<file path="src/rtl/walker_pkg.sv">
package walker_pkg;
   localparam int ENT_W     = 32;
   localparam int VA_W      = 32;
   localparam int IDX_W     = 10;
   localparam int PG_SHIFT  = 12;
   localparam int B_RD      = 31;
   localparam int B_WR      = 30;
   localparam int B_NS      = 29;
   localparam int B_NEXT    = 28;

   typedef enum logic [1:0] {
      ST_IDLE = 2'd0,
      ST_DIR  = 2'd1,
      ST_TBL  = 2'd2,
      ST_RESP = 2'd3
   } walk_state_e;

   function automatic logic perm_ok(input logic [ENT_W-1:0] e, input logic wr);
      return wr ? e[B_WR] : e[B_RD];
   endfunction
endpackage

</file>
<file path="src/rtl/walker_base_table.sv">
module walker_base_table #(
   parameter int ASID_W = 7,
   parameter int PFN_W  = 22
) (
   input  logic              clk,
   input  logic              rst_n,
   input  logic              sel_we,
   input  logic [ASID_W-1:0] sel_val,
   input  logic              data_we,
   input  logic [31:0]       data_val,
   input  logic [ASID_W-1:0] look_asid,
   output logic              look_valid,
   output logic              look_rd,
   output logic              look_wr,
   output logic [PFN_W-1:0]  look_pfn
);
   import walker_pkg::*;
   localparam int NUM = 1 << ASID_W;
   localparam int EW  = PFN_W + 2;

   logic [ASID_W-1:0] sel_q;
   logic [NUM-1:0]    vld;
   logic [EW-1:0]     ent [NUM];
   logic [EW-1:0]     wr_word;
   logic              unused_hi;

   assign wr_word   = {data_val[B_RD], data_val[B_WR], data_val[PFN_W-1:0]};
   assign unused_hi = ^data_val;

   always_ff @(posedge clk or negedge rst_n) begin
      if (!rst_n) sel_q <= '0;
      else if (sel_we) sel_q <= sel_val;
   end

   for (genvar i = 0; i < NUM; i++) begin : g_ent
      logic          v_q;
      logic [EW-1:0] e_q;
      always_ff @(posedge clk or negedge rst_n) begin
         if (!rst_n) begin
            v_q <= 1'b0;
            e_q <= '0;
         end else if (data_we && sel_q == ASID_W'(i)) begin
            v_q <= 1'b1;
            e_q <= wr_word;
         end
      end
      assign vld[i] = v_q;
      assign ent[i] = e_q;
   end

   assign look_valid = vld[look_asid];
   assign look_rd    = ent[look_asid][EW-1];
   assign look_wr    = ent[look_asid][EW-2];
   assign look_pfn   = ent[look_asid][PFN_W-1:0];

   // a data write lands in the entry chosen by the earlier select
   a_r2_data_lands: assert property (@(posedge clk) disable iff (!rst_n)
      data_we |=> (vld[$past(sel_q)] && ent[$past(sel_q)] == $past(wr_word)));
endmodule

</file>
<file path="src/rtl/walker_level_check.sv">
module walker_level_check #(
   parameter bit IS_DIR = 1'b1
) (
   input  logic [31:0] entry,
   input  logic        wr,
   output logic        ok
);
   import walker_pkg::*;
   logic unused_e;
   assign unused_e = ^entry;

   if (IS_DIR) begin : g_dir
      assign ok = entry[B_NEXT] && perm_ok(entry, wr);
   end else begin : g_tbl
      assign ok = (entry != '0) && perm_ok(entry, wr);
   end
endmodule

</file>
<file path="src/rtl/iova_walker.sv">
module iova_walker #(
   parameter int PA_BITS = 34,
   parameter int ASID_W  = 7
) (
   input  logic                clk,
   input  logic                rst_n,
   input  logic                cfg_sel_we,
   input  logic [ASID_W-1:0]   cfg_sel_asid,
   input  logic                cfg_base_we,
   input  logic [31:0]         cfg_base_data,
   input  logic                req_valid,
   output logic                req_ready,
   input  logic [ASID_W-1:0]   req_asid,
   input  logic [31:0]         req_va,
   input  logic                req_write,
   output logic                mem_req,
   output logic [PA_BITS-1:0]  mem_addr,
   input  logic                mem_ack,
   input  logic [31:0]         mem_rdata,
   output logic                rsp_valid,
   output logic                rsp_fault,
   output logic [PA_BITS-13:0] rsp_pfn,
   output logic                rsp_readable,
   output logic                rsp_writable,
   output logic                rsp_nonsecure
);
   import walker_pkg::*;
   localparam int PFN_W = PA_BITS - PG_SHIFT;

   if (PFN_W < 1 || PFN_W > B_NEXT) begin : g_bad_pa
      $error("iova_walker: PA_BITS gives a frame field that collides with attribute bits");
   end

   walk_state_e        st_q;
   logic [VA_W-1:0]    va_q;
   logic               wr_q;
   logic [PFN_W-1:0]   lvl_pfn_q;
   logic               fault_q, rd_q, wrb_q, ns_q;
   logic [PFN_W-1:0]   pfn_q;
   logic               b_valid, b_rd, b_wr;
   logic [PFN_W-1:0]   b_pfn;
   logic               dir_ok, tbl_ok, base_ok;
   logic [IDX_W-1:0]   idx;
   logic               unused_va;

   assign unused_va = ^{req_va[PG_SHIFT-1:0], va_q[PG_SHIFT-1:0]};

   walker_base_table #(.ASID_W(ASID_W), .PFN_W(PFN_W)) u_base (
      .clk       (clk),
      .rst_n     (rst_n),
      .sel_we    (cfg_sel_we),
      .sel_val   (cfg_sel_asid),
      .data_we   (cfg_base_we),
      .data_val  (cfg_base_data),
      .look_asid (req_asid),
      .look_valid(b_valid),
      .look_rd   (b_rd),
      .look_wr   (b_wr),
      .look_pfn  (b_pfn)
   );

   walker_level_check #(.IS_DIR(1'b1)) u_dir_chk (
      .entry(mem_rdata), .wr(wr_q), .ok(dir_ok));
   walker_level_check #(.IS_DIR(1'b0)) u_tbl_chk (
      .entry(mem_rdata), .wr(wr_q), .ok(tbl_ok));

   assign base_ok = b_valid && (req_write ? b_wr : b_rd);

   always_ff @(posedge clk or negedge rst_n) begin
      if (!rst_n) begin
         st_q      <= ST_IDLE;
         va_q      <= '0;
         wr_q      <= 1'b0;
         lvl_pfn_q <= '0;
         fault_q   <= 1'b0;
         pfn_q     <= '0;
         rd_q      <= 1'b0;
         wrb_q     <= 1'b0;
         ns_q      <= 1'b0;
      end else begin
         case (st_q)
            ST_IDLE: begin
               if (req_valid) begin
                  va_q <= req_va;
                  wr_q <= req_write;
                  fault_q <= 1'b1;
                  pfn_q <= '0;
                  rd_q <= 1'b0;
                  wrb_q <= 1'b0;
                  ns_q <= 1'b0;
                  if (base_ok) begin
                     lvl_pfn_q <= b_pfn;
                     st_q      <= ST_DIR;
                  end else begin
                     st_q <= ST_RESP;
                  end
               end
            end
            ST_DIR: begin
               if (mem_ack) begin
                  if (dir_ok) begin
                     lvl_pfn_q <= mem_rdata[PFN_W-1:0];
                     st_q      <= ST_TBL;
                  end else begin
                     st_q <= ST_RESP;
                  end
               end
            end
            ST_TBL: begin
               if (mem_ack) begin
                  if (tbl_ok) begin
                     fault_q <= 1'b0;
                     pfn_q   <= mem_rdata[PFN_W-1:0];
                     rd_q    <= mem_rdata[B_RD];
                     wrb_q   <= mem_rdata[B_WR];
                     ns_q    <= mem_rdata[B_NS];
                  end
                  st_q <= ST_RESP;
               end
            end
            default: st_q <= ST_IDLE;
         endcase
      end
   end

   assign idx           = (st_q == ST_DIR) ? va_q[VA_W-1:VA_W-IDX_W]
                                           : va_q[PG_SHIFT+IDX_W-1:PG_SHIFT];
   assign mem_req       = (st_q == ST_DIR) || (st_q == ST_TBL);
   assign mem_addr      = {lvl_pfn_q, idx, 2'b00};
   assign req_ready     = (st_q == ST_IDLE);
   assign rsp_valid     = (st_q == ST_RESP);
   assign rsp_fault     = fault_q;
   assign rsp_pfn       = pfn_q;
   assign rsp_readable  = rd_q;
   assign rsp_writable  = wrb_q;
   assign rsp_nonsecure = ns_q;

   // a request the base cannot serve is answered next cycle, no read
   a_r3_base_fault: assert property (@(posedge clk) disable iff (!rst_n)
      (req_valid && req_ready && !base_ok) |=> (rsp_valid && rsp_fault && !mem_req));
   // a pending read keeps its address until acknowledged
   a_r4_addr_hold: assert property (@(posedge clk) disable iff (!rst_n)
      (mem_req && !mem_ack) |=> (mem_req && $stable(mem_addr)));
   // a directory entry without next-level bit ends the walk
   a_r6_dir_stop: assert property (@(posedge clk) disable iff (!rst_n)
      (st_q == ST_DIR && mem_ack && !mem_rdata[B_NEXT]) |=> (rsp_valid && rsp_fault));
   // response lasts one cycle and the walker is ready afterwards
   a_r10_one_walk: assert property (@(posedge clk) disable iff (!rst_n)
      rsp_valid |=> (req_ready && !rsp_valid));
   // a fault carries no frame or attributes
   a_r11_fault_clean: assert property (@(posedge clk) disable iff (!rst_n)
      (rsp_valid && rsp_fault) |-> (rsp_pfn == '0 && !rsp_readable && !rsp_writable && !rsp_nonsecure));
endmodule

</file>
<file path="config.mk">
export PLATFORM = sky130hd
export DESIGN_NAME = iova_walker
export DESIGN_NICKNAME = d
export VERILOG_FILES = /design/src/rtl/walker_pkg.sv /design/src/rtl/walker_base_table.sv /design/src/rtl/walker_level_check.sv /design/src/rtl/iova_walker.sv
export SDC_FILE = /design/constraint.sdc
export NUM_CORES = 2
export LEC_CHECK = 0
export BUFFER_PORTS_ARGS = -buffer_cell sky130_fd_sc_hd__buf_2
export CORE_MARGIN = 2
export CORE_UTILIZATION = 40
export DETAILED_ROUTE_END_ITERATION = 8
export PLACE_DENSITY = 0.66
export SKIP_LAST_GASP = 1
export SYNTH_ARGS = -nofsm -noshare
export SYNTH_HDL_FRONTEND = slang
export SYNTH_SLANG_ARGS = --single-unit
</file>
<file path="constraint.sdc">
create_clock -name clk -period 4.35 [get_ports clk]
set_input_delay 0.2175 -clock clk [delete_from_list [all_inputs] [get_ports clk]]
set_output_delay 0.2175 -clock clk [all_outputs]
set_load 0.1 [all_outputs]
</file>
---- After elaboration in Yosys (flattened, before gate mapping) ----
Index checks and enable logic that the tools add are counted.
storage, ports and cells
  output and inout bits ................... 63
  register bits after elaboration ......... 3290
  logic and storage cells ................. 583
cells by class
  muxes and demuxes ....................... 37
  reduce and logical (&&, ||, !) cells .... 141
  $lt $le $gt $ge ......................... 2
  bitwise logic cells ..................... 1
  eq/ne operators ......................... 136
operators with widths
  cell                count
  $eq 7x7->1 const B  64
  $eq 7x6->1 const B  32
  $bmux 24 s7         1
  $mux 22             7
  $logic_and 1x1->1   131
  $eq 7x5->1 const B  16
  $pmux 22 s2         2
  $eq 7x4->1 const B  8
  $mux 24             2
  $reduce_bool 32->1  1
  $eq 7x3->1 const B  4
  $eq 7x2->1 const B  2
  $mux 1              14
  $mux 10             1
  $ne 2x2->1 const B  5
  $ge 8x8->1 const B  1
  $lt 7x8->1 const B  1
  $mux 2              4
  $not 7->8           1
  $pmux 1 s2          4
  $bmux 1 s7          1
  $eq 7x1->1 const B  1
  $logic_not 7->1     1
  $pmux 2 s3          1
  other kinds (10)    12

---- Longest topological paths before layout ----
  depth after elaboration ................. 9
  mapped depth ............................ 15

---- Hierarchy ----
From an unflattened synthesis, not the netlist that was laid out.
second synthesis, totals
  cells, all modules ...................... 8812
  area, all modules ....................... 146988.5 µm²
by module, submodules not included
  module                           cells an instance  seq. area each (µm²)  area each (µm²)  instances
  walker_base_table                8513               80252.0               143711.6         1
  iova_walker                      296                1776.7                3245.6           1
  walker_level_check at u_dir_chk  2                  0.0                   16.3             1
  walker_level_check at u_tbl_chk  1                  0.0                   15.0             1

---- Worst setup path before layout ----
Ideal clock, no wire load.
  path kind ............................... input to register
  start point ............................. in req_asid[0]
  end point ............................... reg lvl_pfn_q[21]
  path buffers ............................ 5
  slack ................................... 1341 ps
  stages on the path ...................... 11
  data arrival time ....................... 2883 ps
  cells stage by stage .................... buf_4 buf_12 buf_8 buf_6 buf_2 mux4_2 mux4_2 mux4_2 nand2_1 nand2_1 mux2_2
on the way
  word-level cells in the longest chain between the ends .. 8
  elaborated cells between the ends (all ways) .. 13
ends and longest elaborated chain
  element                                      line                                                                       RTL
  start: declaration                           iova_walker.sv:13                                                          input logic [ASID_W-1:0] req_asid,
  $not 7->8 (implied by the code)              walker_base_table.sv:52, walker_base_table.sv:53, walker_base_table.sv:54
  $bmux 24 s7                                  walker_base_table.sv:52, walker_base_table.sv:53, walker_base_table.sv:54
  $mux 24 (implied by the code) (2 in series)  walker_base_table.sv:52                                                    assign look_rd = ent[look_asid][EW-1];
  $mux 1                                       iova_walker.sv:67                                                          assign base_ok = b_valid && (req_write ? b_wr : b_rd);
  $logic_and 1x1->1                            iova_walker.sv:67
  $ne 2x1->1 (no line)                         -
  $reduce_and 5->1 (no line)                   -
  end signal: assignment                       iova_walker.sv:92                                                          lvl_pfn_q <= b_pfn;
  end signal: assignment                       iova_walker.sv:102                                                         lvl_pfn_q <= mem_rdata[PFN_W-1:0];
  end: declaration                             iova_walker.sv:37                                                          logic [PFN_W-1:0] lvl_pfn_q;
Parallel ways exist; a longest one is shown, timed or not. The select of a mux whose other input is x is not followed.
A chain may end at the register's enable or synchronous reset.

---- Worst setup path after layout ----
  start point ............................. reg u_base.g_ent[39].e_q[23]
  end point ............................... reg lvl_pfn_q[2]
on the way
  word-level cells in the longest chain between the ends .. 7
ends and longest elaborated chain
  element                                      line                     RTL
  start: declaration                           walker_base_table.sv:37  logic [EW-1:0] e_q;
  start signal: assignment                     walker_base_table.sv:44  e_q <= wr_word;
  $bmux 24 s7                                  walker_base_table.sv:52
  $mux 24 (implied by the code) (2 in series)  walker_base_table.sv:52
  $mux 1                                       iova_walker.sv:67
  $logic_and 1x1->1                            iova_walker.sv:67
  $ne 2x1->1 (no line)                         -
  $reduce_and 5->1 (no line)                   -
No other way between the ends. The select of a mux whose other input is x is not followed.

==> flow_summary.ini <==
[hold_path]
min_delay_path_depth = 2
holdCritPathClass = in -> reg
hold_path.startpoint = cfg_base_data[4]

[sta]
max_clock_freq_mhz = 271
setup_viol_count_final = 0
period_share_pct = 84.8
grt_setup_unrepaired = false
slew_violations = 0
finalWorstSetupSlack_ps = 662
setup_tns_ps = 0
finalCriticalPeriod_ps = 3690
finClkSkew_ps = 54.1
slew-limit-headroom_pct = 14.5
worst_pin_slew_ps = 1280
final_hold_viol_count = 0

[route]
wirelength_um = 432000
vias = 85178
first_pass_iters = 6
viasPerCell = 5.93
drc = 0
wl_per_cell_um = 30.1
final_antenna_net_count = 0
drt-initial-drc-count = 7170

[grt]
grt_use_total_pct = 23.1
antenna_found_initial = 23
grt_pass1_wl_um = 638000
gr-total-overflow = 0
grt_pass1_vias = 91780
grt_max_degree = 151

[final_layout]
syn_to_final_growth_pct = 14.5
layout_commonest_cell = dfrtp_1
most-common-layout-cells = dfrtp_1, mux2_2, mux4_2
drive_above_1_share_pct = 56.7
final_area_um2 = 169000
fin_nets = 9375

[worst_setup_path]
r2r-start = u_base.g_ent[39].e_q[23]$_DFFE_PN0P_
cp_top_family = multiplexers
crit_path_start = u_base.g_ent[39].e_q[23]$_DFFE_PN0P_
critPathMaxStageDelay_ps = 540
path_class = reg -> reg
r2r_end = lvl_pfn_q[2]$_DFFE_PN0P_
r2r_slack_ps = 660
crit_end = lvl_pfn_q[2]$_DFFE_PN0P_
cp.required_ps = 5160
cp_num_cells = 8
r2r_cells = 8
path_cells = mux4_2 -> mux4_2 -> mux2_2 -> or3_1 -> nand4_1 -> a31o_2 -> buf_12 -> mux2_2
crit_path_end_kind = register
worstPathArrival_ps = 4500
worstPathBufferInverterCount = 1
start_kind = register
cp_max_fo = 22
cp_slowest_cell = mux4_2

[placement]
gp_congestion = 0.859
port_buffers = 151
dpl_cell_area_um2 = 155000
hpwlAfterDp_um = 259000
place_ws_ps = 262

[synth]
yosysWarnings = 0
synth_top_family_by_area = multiplexers
avgSynthCellArea_um2 = 16.2
synth_seq_cells = 3278
synthXorXnorAreaFrac_pct = 0
synth_fa_ha_area_share_pct = 0.0340
syn_area_um2 = 147000
synthFlopType = dfrtp_1
synth-edff-count = 0
yosysUniqueCellTypes = 57
async_flop_share_pct = 100
synth-simple-area-share_pct = 1.49
synth.area.mux_share_pct = 38.8
synth_compound_area_share_pct = 1.30
syn_inst = 9076
ys_seq_area_share_pct = 55.7

[clock_tree]
cts_buffers = 355
ctsHoldBuffers = 113
cts_htree_levels = 5
root_buffer = clkbuf_16
cts-resized-gates = 0
clock_latency_ps = 960
clkSinkCount = 3278
clk_pin_slew_ps = 60
cts_buffer_depth = 4
cts_tree = yes
post-cts-setup-buffers = 0

[run]
cap_violations = 0

[floorplan]
die_y_um = 611
start_util_pct = 40.2
io_pins = 180
core_um2 = 366000
fp.dieW_um = 611
rows = 222
die_area_um2 = 373000

[power]
vdd_drop_max_v = 0.000374
powerDensity_nw_per_um2 = 490
leakage_nw = 79.3

[run_status]
status = completed
==> area by class of cell <==
| cell class | instances | area, um^2 |
|---|---|---|
| repair buffers | 713 | 6290 |
| fillers | 30935 | 197000 |
| clock buffers | 518 | 10500 |
| well taps | 4816 | 6030 |
| clock inverters | 130 | 1620 |
| flip-flops and latches | 3278 | 82000 |
| multi-input cells | 4887 | 62000 |
| diodes | 13 | 32.5 |
| inverters | 19 | 78.8 |
==> Yosys cell counts (25+ instances only) <==
cell / n / share of area, %
dfrtp_1: 3278 / 56
mux2_2: 3135 / 24
mux4_2: 908 / 14
clkbuf_1: 727 / 1.9
mux2i_1: 143 / 0.97
nand2_1: 110 / 0.28
nor2_1: 98 / 0.25
or2_2: 83 / 0.35
buf_2: 69 / 0.23
a221oi_1: 68 / 0.40
o21ai_0: 62 / 0.21
buf_4: 58 / 0.30
nand2b_1: 55 / 0.23
a22o_1: 25 / 0.15
==> flip-flops by register name, summed over array words and instances (netlist names), 2 cells and up <==
register	flops
u_base.g_ent.e_q	3072
u_base.g_ent.v_q	128
lvl_pfn_q	22
rsp_pfn	22
va_q	20
u_base.sel_q	7
st_q	2
==> cell families after synthesis <==
| logic type | after synthesis |
|---|---|
| multiplexers | 4186 |
| flip-flops | 3278 |
| buffers and inverters | 912 |
| AND/OR/NAND/NOR | 430 |
| AO/OA/AOI/OAI | 265 |
| adder cells (fa/ha/maj) | 4 |
| other | 1 |
==> how the worst min path moves through the flow <==
stage and end:
6_report u_base.g_ent[52].e_q[4]$_DFFE_PN0P_, 5_1_grt wr_q$_DFFE_PN0P_, 4_1_cts va_q[31]$_DFFE_PN0P_, 3_5_place_dp u_base.g_ent[39].e_q[1]$_DFFE_PN0P_, 3_3_place_gp u_base.g_ent[36].e_q[1]$_DFFE_PN0P_, 2_1_floorplan lvl_pfn_q[0]$_DFFE_PN0P_
==> per-layer routing <==
layer / global-route usage, % / vias up / part of all wire (%)
met5: 0 / - / 0.010
li1: - / 34209 / -
met2: 37.3 / 2743 / 48
met4: 10.4 / 6 / 5.1
met1: 30.6 / 47415 / 41
met3: 4.19 / 805 / 6.1
==> stage by stage <==
step	hold slack (ps)	total power [mW]	utilization (%)	cells
after floorplan	-78.1	47.1	-	9077
after global placement	368	50.8	42.4	13600
after detailed placement	382	51.8	42.4	13600
after CTS	1.08	83.2	46.0	14361
after global routing	13.8	85.8	46.0	14363
final	47.2	82.7	46.1	14374
==> power by group <==
| part | total, mW | switching (mW) | internal (mW) |
|---|---|---|---|
| logic | 14.2 | 7.44 | 6.71 |
| registers | 37.4 | 2.35 | 35.1 |
| clock network | 31.1 | 12.7 | 18.4 |
(Power assumes the default switching activity.)
